--- src/rtl/pit3_pkg.sv ---
package pit3_pkg;
  localparam int NCH   = 3;
  localparam int BW    = 8;
  localparam int CW    = 16;
  localparam int DIGS  = CW / 4;
  localparam int AW    = 2;

  typedef enum logic [1:0] {
    ACC_LATCH = 2'd0,
    ACC_LO    = 2'd1,
    ACC_HI    = 2'd2,
    ACC_LOHI  = 2'd3
  } acc_e;

  function automatic logic [7:0] rst_ctl(input int i);
    case (i)
      0:       return 8'h36;
      1:       return 8'h74;
      default: return 8'hB6;
    endcase
  endfunction

  function automatic logic [CW-1:0] rst_reload(input int i);
    case (i)
      0:       return 16'hFFFF;
      1:       return 16'h0012;
      default: return 16'h0001;
    endcase
  endfunction
endpackage

--- src/rtl/pit3_down.sv ---
module pit3_down
  import pit3_pkg::*;
(
  input  logic [CW-1:0] val,
  input  logic          bcd,
  output logic [CW-1:0] nxt
);
  logic [CW-1:0] bcd_res;

  always_comb begin
    logic borrow;
    borrow  = 1'b1;
    bcd_res = val;
    for (int d = 0; d < DIGS; d++) begin
      if (borrow) begin
        if (val[4*d +: 4] == 4'd0) begin
          bcd_res[4*d +: 4] = 4'd9;
        end else begin
          bcd_res[4*d +: 4] = val[4*d +: 4] - 4'd1;
          borrow = 1'b0;
        end
      end
    end
  end

  assign nxt = bcd ? bcd_res : (val - 1'b1);
endmodule

--- src/rtl/pit3_dec.sv ---
module pit3_dec
  import pit3_pkg::*;
(
  input  logic          bus_wr,
  input  logic          bus_rd,
  input  logic [AW-1:0] bus_addr,
  input  logic [7:1]    cmd,
  output logic [NCH-1:0] ctl_wr,
  output logic [NCH-1:0] latch_req,
  output logic [NCH-1:0] stat_req,
  output logic [NCH-1:0] data_wr,
  output logic [NCH-1:0] data_rd
);
  logic ctl_sel, rb;
  assign ctl_sel = bus_wr && (bus_addr == AW'(NCH));
  assign rb      = (cmd[7:6] == 2'd3);

  for (genvar g = 0; g < NCH; g++) begin : g_dec
    logic hit;
    assign hit          = (cmd[7:6] == 2'(g));
    assign ctl_wr[g]    = ctl_sel && hit && (cmd[5:4] != ACC_LATCH);
    assign latch_req[g] = ctl_sel && ((hit && cmd[5:4] == ACC_LATCH) ||
                                      (rb && !cmd[5] && cmd[1+g]));
    assign stat_req[g]  = ctl_sel && rb && !cmd[4] && cmd[1+g];
    assign data_wr[g]   = bus_wr && (bus_addr == AW'(g));
    assign data_rd[g]   = bus_rd && (bus_addr == AW'(g));
  end
endmodule

--- src/rtl/pit3_chan.sv ---
module pit3_chan
  import pit3_pkg::*;
#(
  parameter logic [7:0]    RST_CTL = 8'h36,
  parameter logic [CW-1:0] RST_RLD = 16'hFFFF
) (
  input  logic          clk,
  input  logic          rst,
  input  logic          tick,
  input  logic          ctl_wr,
  input  logic [5:0]    ctl_val,
  input  logic          latch_req,
  input  logic          stat_req,
  input  logic          data_wr,
  input  logic          data_rd,
  input  logic [BW-1:0] wdata,
  output logic [BW-1:0] rd_byte,
  output logic          tc_o,
  output logic [CW-1:0] reload_o,
  output logic          pend_o
);
  logic [5:0]    ctl;
  logic [CW-1:0] rld, cnt, lval, src, wr_next, dec;
  logic          pend, wtog, rtog, latched, spend;
  acc_e          acc;
  logic          periodic, bcd, wr_done;

  assign acc      = acc_e'(ctl[5:4]);
  assign periodic = ctl[2];
  assign bcd      = ctl[0];
  assign src      = latched ? lval : cnt;

  pit3_down u_down (.val(cnt), .bcd(bcd), .nxt(dec));

  always_comb begin
    wr_next = rld;
    wr_done = 1'b0;
    case (acc)
      ACC_LO:   begin wr_next = {rld[15:8], wdata}; wr_done = 1'b1; end
      ACC_HI:   begin wr_next = {wdata, rld[7:0]};  wr_done = 1'b1; end
      ACC_LOHI: begin
        wr_next = wtog ? {wdata, rld[7:0]} : {rld[15:8], wdata};
        wr_done = wtog;
      end
      default:  ;
    endcase
  end

  always_comb begin
    if (spend) begin
      rd_byte = {1'b0, pend, ctl};
    end else begin
      case (acc)
        ACC_LO:   rd_byte = src[7:0];
        ACC_HI:   rd_byte = src[15:8];
        ACC_LOHI: rd_byte = rtog ? src[15:8] : src[7:0];
        default:  rd_byte = '0;
      endcase
    end
  end

  always_ff @(posedge clk) begin
    if (rst) begin
      ctl     <= RST_CTL[5:0];
      rld     <= RST_RLD;
      cnt     <= RST_RLD;
      lval    <= '0;
      pend    <= 1'b0;
      wtog    <= 1'b0;
      rtog    <= 1'b0;
      latched <= 1'b0;
      spend   <= 1'b0;
      tc_o    <= 1'b0;
    end else begin
      tc_o <= 1'b0;
      if (ctl_wr) begin
        ctl     <= ctl_val;
        rld     <= '0;
        cnt     <= '0;
        pend    <= 1'b1;
        wtog    <= 1'b0;
        rtog    <= 1'b0;
        latched <= 1'b0;
        spend   <= 1'b0;
      end else begin
        if (data_wr && acc != ACC_LATCH) begin
          rld  <= wr_next;
          pend <= !wr_done;
          if (acc == ACC_LOHI) wtog <= !wtog;
          if (wr_done) cnt <= wr_next;
        end else if (tick && !pend) begin
          if (cnt == CW'(1)) begin
            cnt  <= periodic ? rld : '0;
            tc_o <= 1'b1;
          end else begin
            cnt <= dec;
          end
        end
        if (data_rd) begin
          if (spend) begin
            spend <= 1'b0;
          end else begin
            case (acc)
              ACC_LO, ACC_HI: latched <= 1'b0;
              ACC_LOHI: begin
                rtog <= !rtog;
                if (rtog) latched <= 1'b0;
              end
              default: ;
            endcase
          end
        end
        if (latch_req && !latched) begin
          latched <= 1'b1;
          lval    <= cnt;
        end
        if (stat_req) spend <= 1'b1;
      end
    end
  end

  assign reload_o = rld;
  assign pend_o   = pend;
endmodule

--- src/rtl/pit3_core.sv ---
module pit3_core
  import pit3_pkg::*;
(
  input  logic              clk,
  input  logic              rst,
  input  logic              cnt_tick,
  input  logic              bus_wr,
  input  logic              bus_rd,
  input  logic [1:0]        bus_addr,
  input  logic [7:0]        bus_wdata,
  output logic [7:0]        bus_rdata,
  output logic [2:0]        tc_pulse,
  output logic [47:0]       reload_o,
  output logic [2:0]        upd_pend
);
  logic [NCH-1:0] ctl_wr, latch_req, stat_req, data_wr, data_rd;
  logic [BW-1:0]  rd_byte [NCH];

  pit3_dec u_dec (
    .bus_wr(bus_wr), .bus_rd(bus_rd), .bus_addr(bus_addr), .cmd(bus_wdata[7:1]),
    .ctl_wr(ctl_wr), .latch_req(latch_req), .stat_req(stat_req),
    .data_wr(data_wr), .data_rd(data_rd)
  );

  for (genvar g = 0; g < NCH; g++) begin : g_ch
    pit3_chan #(.RST_CTL(rst_ctl(g)), .RST_RLD(rst_reload(g))) u_ch (
      .clk(clk), .rst(rst), .tick(cnt_tick),
      .ctl_wr(ctl_wr[g]), .ctl_val(bus_wdata[5:0]),
      .latch_req(latch_req[g]), .stat_req(stat_req[g]),
      .data_wr(data_wr[g]), .data_rd(data_rd[g]), .wdata(bus_wdata),
      .rd_byte(rd_byte[g]), .tc_o(tc_pulse[g]),
      .reload_o(reload_o[CW*g +: CW]), .pend_o(upd_pend[g])
    );
  end

  always_ff @(posedge clk) begin
    if (rst) begin
      bus_rdata <= '0;
    end else if (bus_rd) begin
      case (bus_addr)
        2'd0:    bus_rdata <= rd_byte[0];
        2'd1:    bus_rdata <= rd_byte[1];
        2'd2:    bus_rdata <= rd_byte[2];
        default: bus_rdata <= 8'hFF;
      endcase
    end
  end
endmodule

--- config.mk ---
export PLATFORM = sky130hd
export DESIGN_NAME = pit3_core
export DESIGN_NICKNAME = d
export VERILOG_FILES = /design/src/rtl/pit3_pkg.sv /design/src/rtl/pit3_down.sv /design/src/rtl/pit3_dec.sv /design/src/rtl/pit3_chan.sv /design/src/rtl/pit3_core.sv
export SDC_FILE = /design/constraint.sdc
export NUM_CORES = 1
export LEC_CHECK = 0
export BUFFER_PORTS_ARGS = -buffer_cell sky130_fd_sc_hd__buf_2
export CAP_MARGIN = 20
export CORE_MARGIN = 3
export CORE_UTILIZATION = 43
export DETAILED_ROUTE_END_ITERATION = 16
export PLACE_DENSITY = 0.63
export SLEW_MARGIN = 15
export SYNTH_ARGS = -nofsm -noshare
export SYNTH_HDL_FRONTEND = slang
export SYNTH_SLANG_ARGS = --single-unit
--- constraint.sdc ---
create_clock -name clk -period 3 [get_ports clk]
set_input_delay 0.6 -clock clk [delete_from_list [all_inputs] [get_ports clk]]
set_output_delay 0.6 -clock clk [all_outputs]
set_load 0.03 [all_outputs]
# == Word level (Yosys, flattened, before mapping) ==
# Index checks and enable logic that the tools add are counted.
# word_totals
in_bits,15
regBits,188
out_inout_bits,62
elab_cells,352
# classes
eq_ne,39
bitwise,9
muxes,115
add_sub_neg,15
reduce_logical,129
# op_table
op,n
$mux W16,27
$pmux W16 S3,3
$pmux W8 S3,4
$mux W4,21
$eq A16 B1 Y1 const B,3
$logic_not A4 Y1,12
$mux W8,6
$sub A16 B1 Y16 const B,3
$sub A4 B1 Y4 const B,12
$mux W1,45
$reduce_and A3 Y1,13
$logic_and A1 B1 Y1,37
$reduce_bool A2 Y1,15
$ne A4 B4 Y1 const B,6
$reduce_and A2 Y1,11
$eq A2 B2 Y1 const B,10
$ne A5 B4 Y1 const B,4
$reduce_bool A3 Y1,6
$logic_not A1 Y1,17
$mux W5,3
$pmux W1 S2,6
$reduce_and A4 Y1,3
$reduce_or A2 Y1,6
$reduce_or A4 Y1,3
other kinds (8),31

# == Logic depth before layout (Yosys ltp) ==
# logic_depth
word_depth,10
depth_mapped,10
ltp_nobuf,8

# == Hierarchy ==
# A second synthesis with hierarchy kept.
# hier_totals
hier_cells,1409
area_unflattened_um2,11528.6
# by_module_without_submodules
mod,area_each_um2,seq_area_each_um2,cells_per_inst,instances
pit3_chan (g_ch[1].u_ch),3201.8,1201.2,377,1
pit3_chan (g_ch[0].u_ch),3171.8,1201.2,390,1
pit3_chan (g_ch[2].u_ch),3070.4,1201.2,369,1
pit3_down (g_ch[0].u_ch.u_down ...),467.9,0.0,66,2
pit3_core,504.2,160.2,46,1
pit3_down (g_ch[2].u_ch.u_down),455.4,0.0,66,1
pit3_dec,188.9,0.0,29,1

# == Least setup slack after synthesis ==
# OpenSTA, ideal clock, no wires.
# synth_path
kind,input to register
start,input port bus_addr[1]
end,register g_ch[2].u_ch.cnt[11]
setup_time_ns,0.087
arrival_time_ns,2.364
setup_slack_ns,0.549
n_path_buf,2
cell_stages,7
required_ns,2.913
cell_sequence,clkbuf_1 -> nor4bb_1 -> clkbuf_1 -> mux2i_1 -> a31oi_2 -> o21a_1 -> o31ai_1
# synth_between
elab_chain_cells,5
word_cells_on_any_way,13
classes_between,4 x eq/ne; 1 x mux; 8 x reduce/logical
# synth_rtl
element,line_no,text
"start, declared",pit3_core.sv:9,"input logic [1:0] bus_addr,"
"$eq A2 B2 Y1, on equally long branches","pit3_dec.sv:25, pit3_dec.sv:15",
"$logic_and A1 B1 Y1, on equally long branches","pit3_dec.sv:25, pit3_dec.sv:15",
"$logic_and A1 B1 Y1, on equally long branches","pit3_chan.sv:86, pit3_dec.sv:21",
$ne A4 B4 Y1 (no line) (tied with other cells),n/a,
$reduce_and A3 Y1 (no line) or $reduce_or A2 Y1 (tied branches),n/a,
"end signal, assigned",pit3_chan.sv:90,if (wr_done) cnt <= wr_next;
"end signal, assigned",pit3_chan.sv:93,cnt <= periodic ? rld : '0;
"end, declared",pit3_chan.sv:23,"logic [CW-1:0] rld, cnt, lval, src, wr_next, dec;"
# Parallel ways exist; a longest one is shown, timed or not.
# A chain may end at the register's enable or synchronous reset.

# == Worst setup path in the final report ==
# layout_path
start,register g_ch[0].u_ch.ctl[4]
end,register g_ch[0].u_ch.cnt[13]
# layout_between
elab_chain_cells,5
word_cells_on_any_way,15
classes_between,5 x eq/ne; 5 x mux; 5 x reduce/logical
# layout_rtl
element,line_no,text
"start, declared",pit3_chan.sv:22,logic [5:0] ctl;
"start signal, assigned",pit3_chan.sv:64,ctl <= RST_CTL[5:0];
"start signal, assigned",pit3_chan.sv:77,ctl <= ctl_val;
$eq A2 B1 Y1 or $eq A2 B2 Y1 (tied branches),pit3_chan.sv:38,case (acc)
$reduce_or A2 Y1 (no line) or $pmux W16 S3 (tied branches),n/a,
$pmux W1 S2 or $mux W16 (tied branches),"pit3_chan.sv:38, pit3_chan.sv:90",
$ne A3 B1 Y1 (no line) or $mux W16 (tied branches),n/a,
$reduce_and A3 Y1 (no line) or $mux W16 (tied branches),n/a,
"end signal, assigned",pit3_chan.sv:90,
"end signal, assigned",pit3_chan.sv:93,
"end, declared",pit3_chan.sv:23,
# Parallel ways exist; a longest one is shown, timed or not. The select of a mux whose other input is x is not followed.

==> results_dict.tcl <==
set metrics [dict create \
    vias 10900 \
    fmax_mhz 391 \
    use_met3_pct 4.93 \
    crit_arrival_ns 2.89 \
    dpl.hpwl_mm 26.1 \
    antenna_found_initial 1 \
    hold_class "reg2reg" \
    fin_crit_sh_pct 85.3 \
    busiest_layer "met2" \
    cts_resized 0 \
    syn-instance-count 1366 \
    maxCapViolCount 0 \
    met1_usage_pct 36.1 \
    place_congestion 0.924 \
    die_x_um 166 \
    layout.nets 1432 \
    final_common_cell "dfxtp_1" \
    layout-drive-gt1-share_pct 15.5 \
    grtUsageTotal_pct 25.3 \
    final_cell_mix "dfxtp_1 (188), nor2_1 (139), mux2i_1 (109), nand2_1 (108), a21oi_1 (104)" \
    drt_iter0_drc 1198 \
    wl_mm 36.1 \
    met2_usage_pct 38.8 \
    postSynthAreaPerCell_um2 8.06 \
    hold_buffers 0 \
    io_pins 77 \
    power_density_mw_per_mm2 508 \
    finalSetupTns_ns 0 \
    worstSetupPathType "reg2reg" \
    skew_ns 0.0115 \
    synthesis.nets 1402 \
    leakagePower_uw 0.00451 \
    cp_slowest_cell "mux2i_1" \
    clk_latency_ns 0.44 \
    grt_pass1_vias 9850 \
    endpoint_kind "flip-flop" \
    syn2layout_area_growth_pct 12.8 \
    ys_ff_latch 188 \
    hold_viol 0 \
    grt_pass1_wl_mm 56.7 \
    dr.pass1.iters 6 \
    async_flop_share_pct 0 \
    rsz0062_at_grt "false" \
    power_uw 6320 \
    wl_per_cell_um 20.8 \
    yosysWarnings 0 \
    status "finished, final reports clean" \
    path_clk_slew_ns 0.07 \
    htreeDepth 4 \
    drc_errors 0 \
    dominantRegCellSynth "dfxtp_1" \
    vias_per_cell 6.28 \
    rows 57 \
    dieArea_mm2 0.0276 \
    critPathLaunchType "flip-flop" \
    antenna_cells 0 \
    yosysSeqAreaShare_pct 34.2 \
    initial_core_util_pct 44.5 \
    ant_nets 0 \
    fin_crit_ns 2.56 \
    io_buffers 76 \
    coreArea_mm2 0.0247 \
    chipHeight_um 166 \
    synth_area_mm2 0.0110 \
    peakVddDrop_mv 0.309 \
    cts_tree "built" \
    crit_buf_inv 1 \
    synth-edff-count 0 \
    worst_slew_pin_slew_ns 1.02 \
    numCtsBuffers 17 \
    finalMaxSlewViolations 0 \
    cp_top_family "compound AO/OA/AOI/OAI gates" \
    synth.distinct_cells 74 \
    required_ns 3.33 \
    cts_setup_buffers 0 \
    cts_root_buf "clkbuf_16" \
    slew_headroom_pct 31.7 \
    setup_violations 0 \
    cp_slowest_stage_delay_ns 0.41 \
    crit_chain "inv_1 > ha_1 > nor4b_4 > mux2i_1 > or2_2 > o21ai_0 > a21o_1 > a31o_2" \
    cp_max_fo 8 \
    grt_max_degree 51 \
    overflow 0 \
    cts_buffer_depth 2 \
    clkSinkCount 188 \
]
per-layer routing:
layer	wire (um)	part of all wire, %	vias up
met1	16500	46	5198
li1	-	-	5139
met3	2800	7.8	75
met4	941	2.6	2
met5	9	0.025	-
met2	15800	44	474
Yosys cell counts (all sizes together), types with 22 or more instances:
cell type	number	area (um2)
o21ai	95	475
mux2i	109	1090
a21oi	104	521
nor3	28	140
a221oi	28	245
nand2	109	412
o22ai	25	156
inv	22	82.6
buf	31	175
a22oi	37	278
a31oi	25	163
dfxtp	188	3760
clkbuf	107	403
nor2	141	539
nand3	38	190
worst paths after layout:
path	from	endpoint	slack (ns)	cells after the start
setup reg to reg	g_ch[0].u_ch.ctl[4]	g_ch[0].u_ch.cnt[13]	0.44	8
setup / recovery	g_ch[0].u_ch.ctl[4]	g_ch[0].u_ch.cnt[13]	0.44	8
hold reg to reg	g_ch[1].u_ch.ctl[1]	g_ch[1].u_ch.ctl[1]	0.46	2
hold / removal	g_ch[1].u_ch.ctl[1]	g_ch[1].u_ch.ctl[1]	0.46	2
metrics by stage:
| stage | area [um2] | util, % | hold slack, ns | instances | setup slack (ns) |
|---|---|---|---|---|---|
| 6_report | 12400 | 50.2 | 0.464 | 1733 | 0.442 |
| 5_1_grt | 12400 | 50.2 | 0.483 | 1733 | 0.240 |
| 4_1_cts | 12400 | 50.2 | 0.467 | 1733 | 0.265 |
| 3_5_place_dp | 11800 | 47.8 | 0.457 | 1701 | 0.307 |
| 3_3_place_gp | 11800 | 47.8 | 0.453 | 1701 | 0.319 |
| 2_1_floorplan | 11000 | - | 0.436 | 1366 | 0.549 |
worst reg2reg max path, stage by stage (launching register included):
cell and delay [ns]:
dfxtp_1 0.39, inv_1 0.10, ha_1 0.34, nor4b_4 0.36
mux2i_1 0.41, or2_2 0.20, o21ai_0 0.21, a21o_1 0.24
a31o_2 0.21
sequential cells by signal, indices dropped and copies added, names as in the netlist:
| signal | flops |
|---|---|
| bus_rdata | 8 |
| g_ch.u_ch.cnt | 48 |
| g_ch.u_ch.ctl | 18 |
| g_ch.u_ch.latched | 3 |
| g_ch.u_ch.lval | 48 |
| g_ch.u_ch.pend_o | 3 |
| g_ch.u_ch.reload_o | 48 |
| g_ch.u_ch.rtog | 3 |
| g_ch.u_ch.spend | 3 |
| g_ch.u_ch.tc_o | 3 |
| g_ch.u_ch.wtog | 3 |
logic make-up (layout without fill, tap and decap cells):
group	count (synthesis)	in the layout	share of synthesized area (%)
adder cells (fa/ha/maj)	21	21	2.39
buffers and inverters	160	203	6.00
flip-flops	188	188	34.2
AND/OR/NAND/NOR	429	429	19.3
XOR/XNOR	15	15	1.19
AO/OA/AOI/OAI	441	441	26.7
multiplexers	112	112	10.2
power by group:
part           switching (uW)  internal, uW
Clock                    1040          1260
Combinational             771           459
Sequential                186          2600
area by class of cell:
type                       count  area, um2
sequential                   188       3760
timing repair buffer         149        931
fill                        2385      12300
tap                          324        405
clock inverter                12        138
inverter                      22       82.6
multi-input combinational   1018       6660
clock buffer                  20        447
No activity file was read; power rests on OpenSTA's default activity.
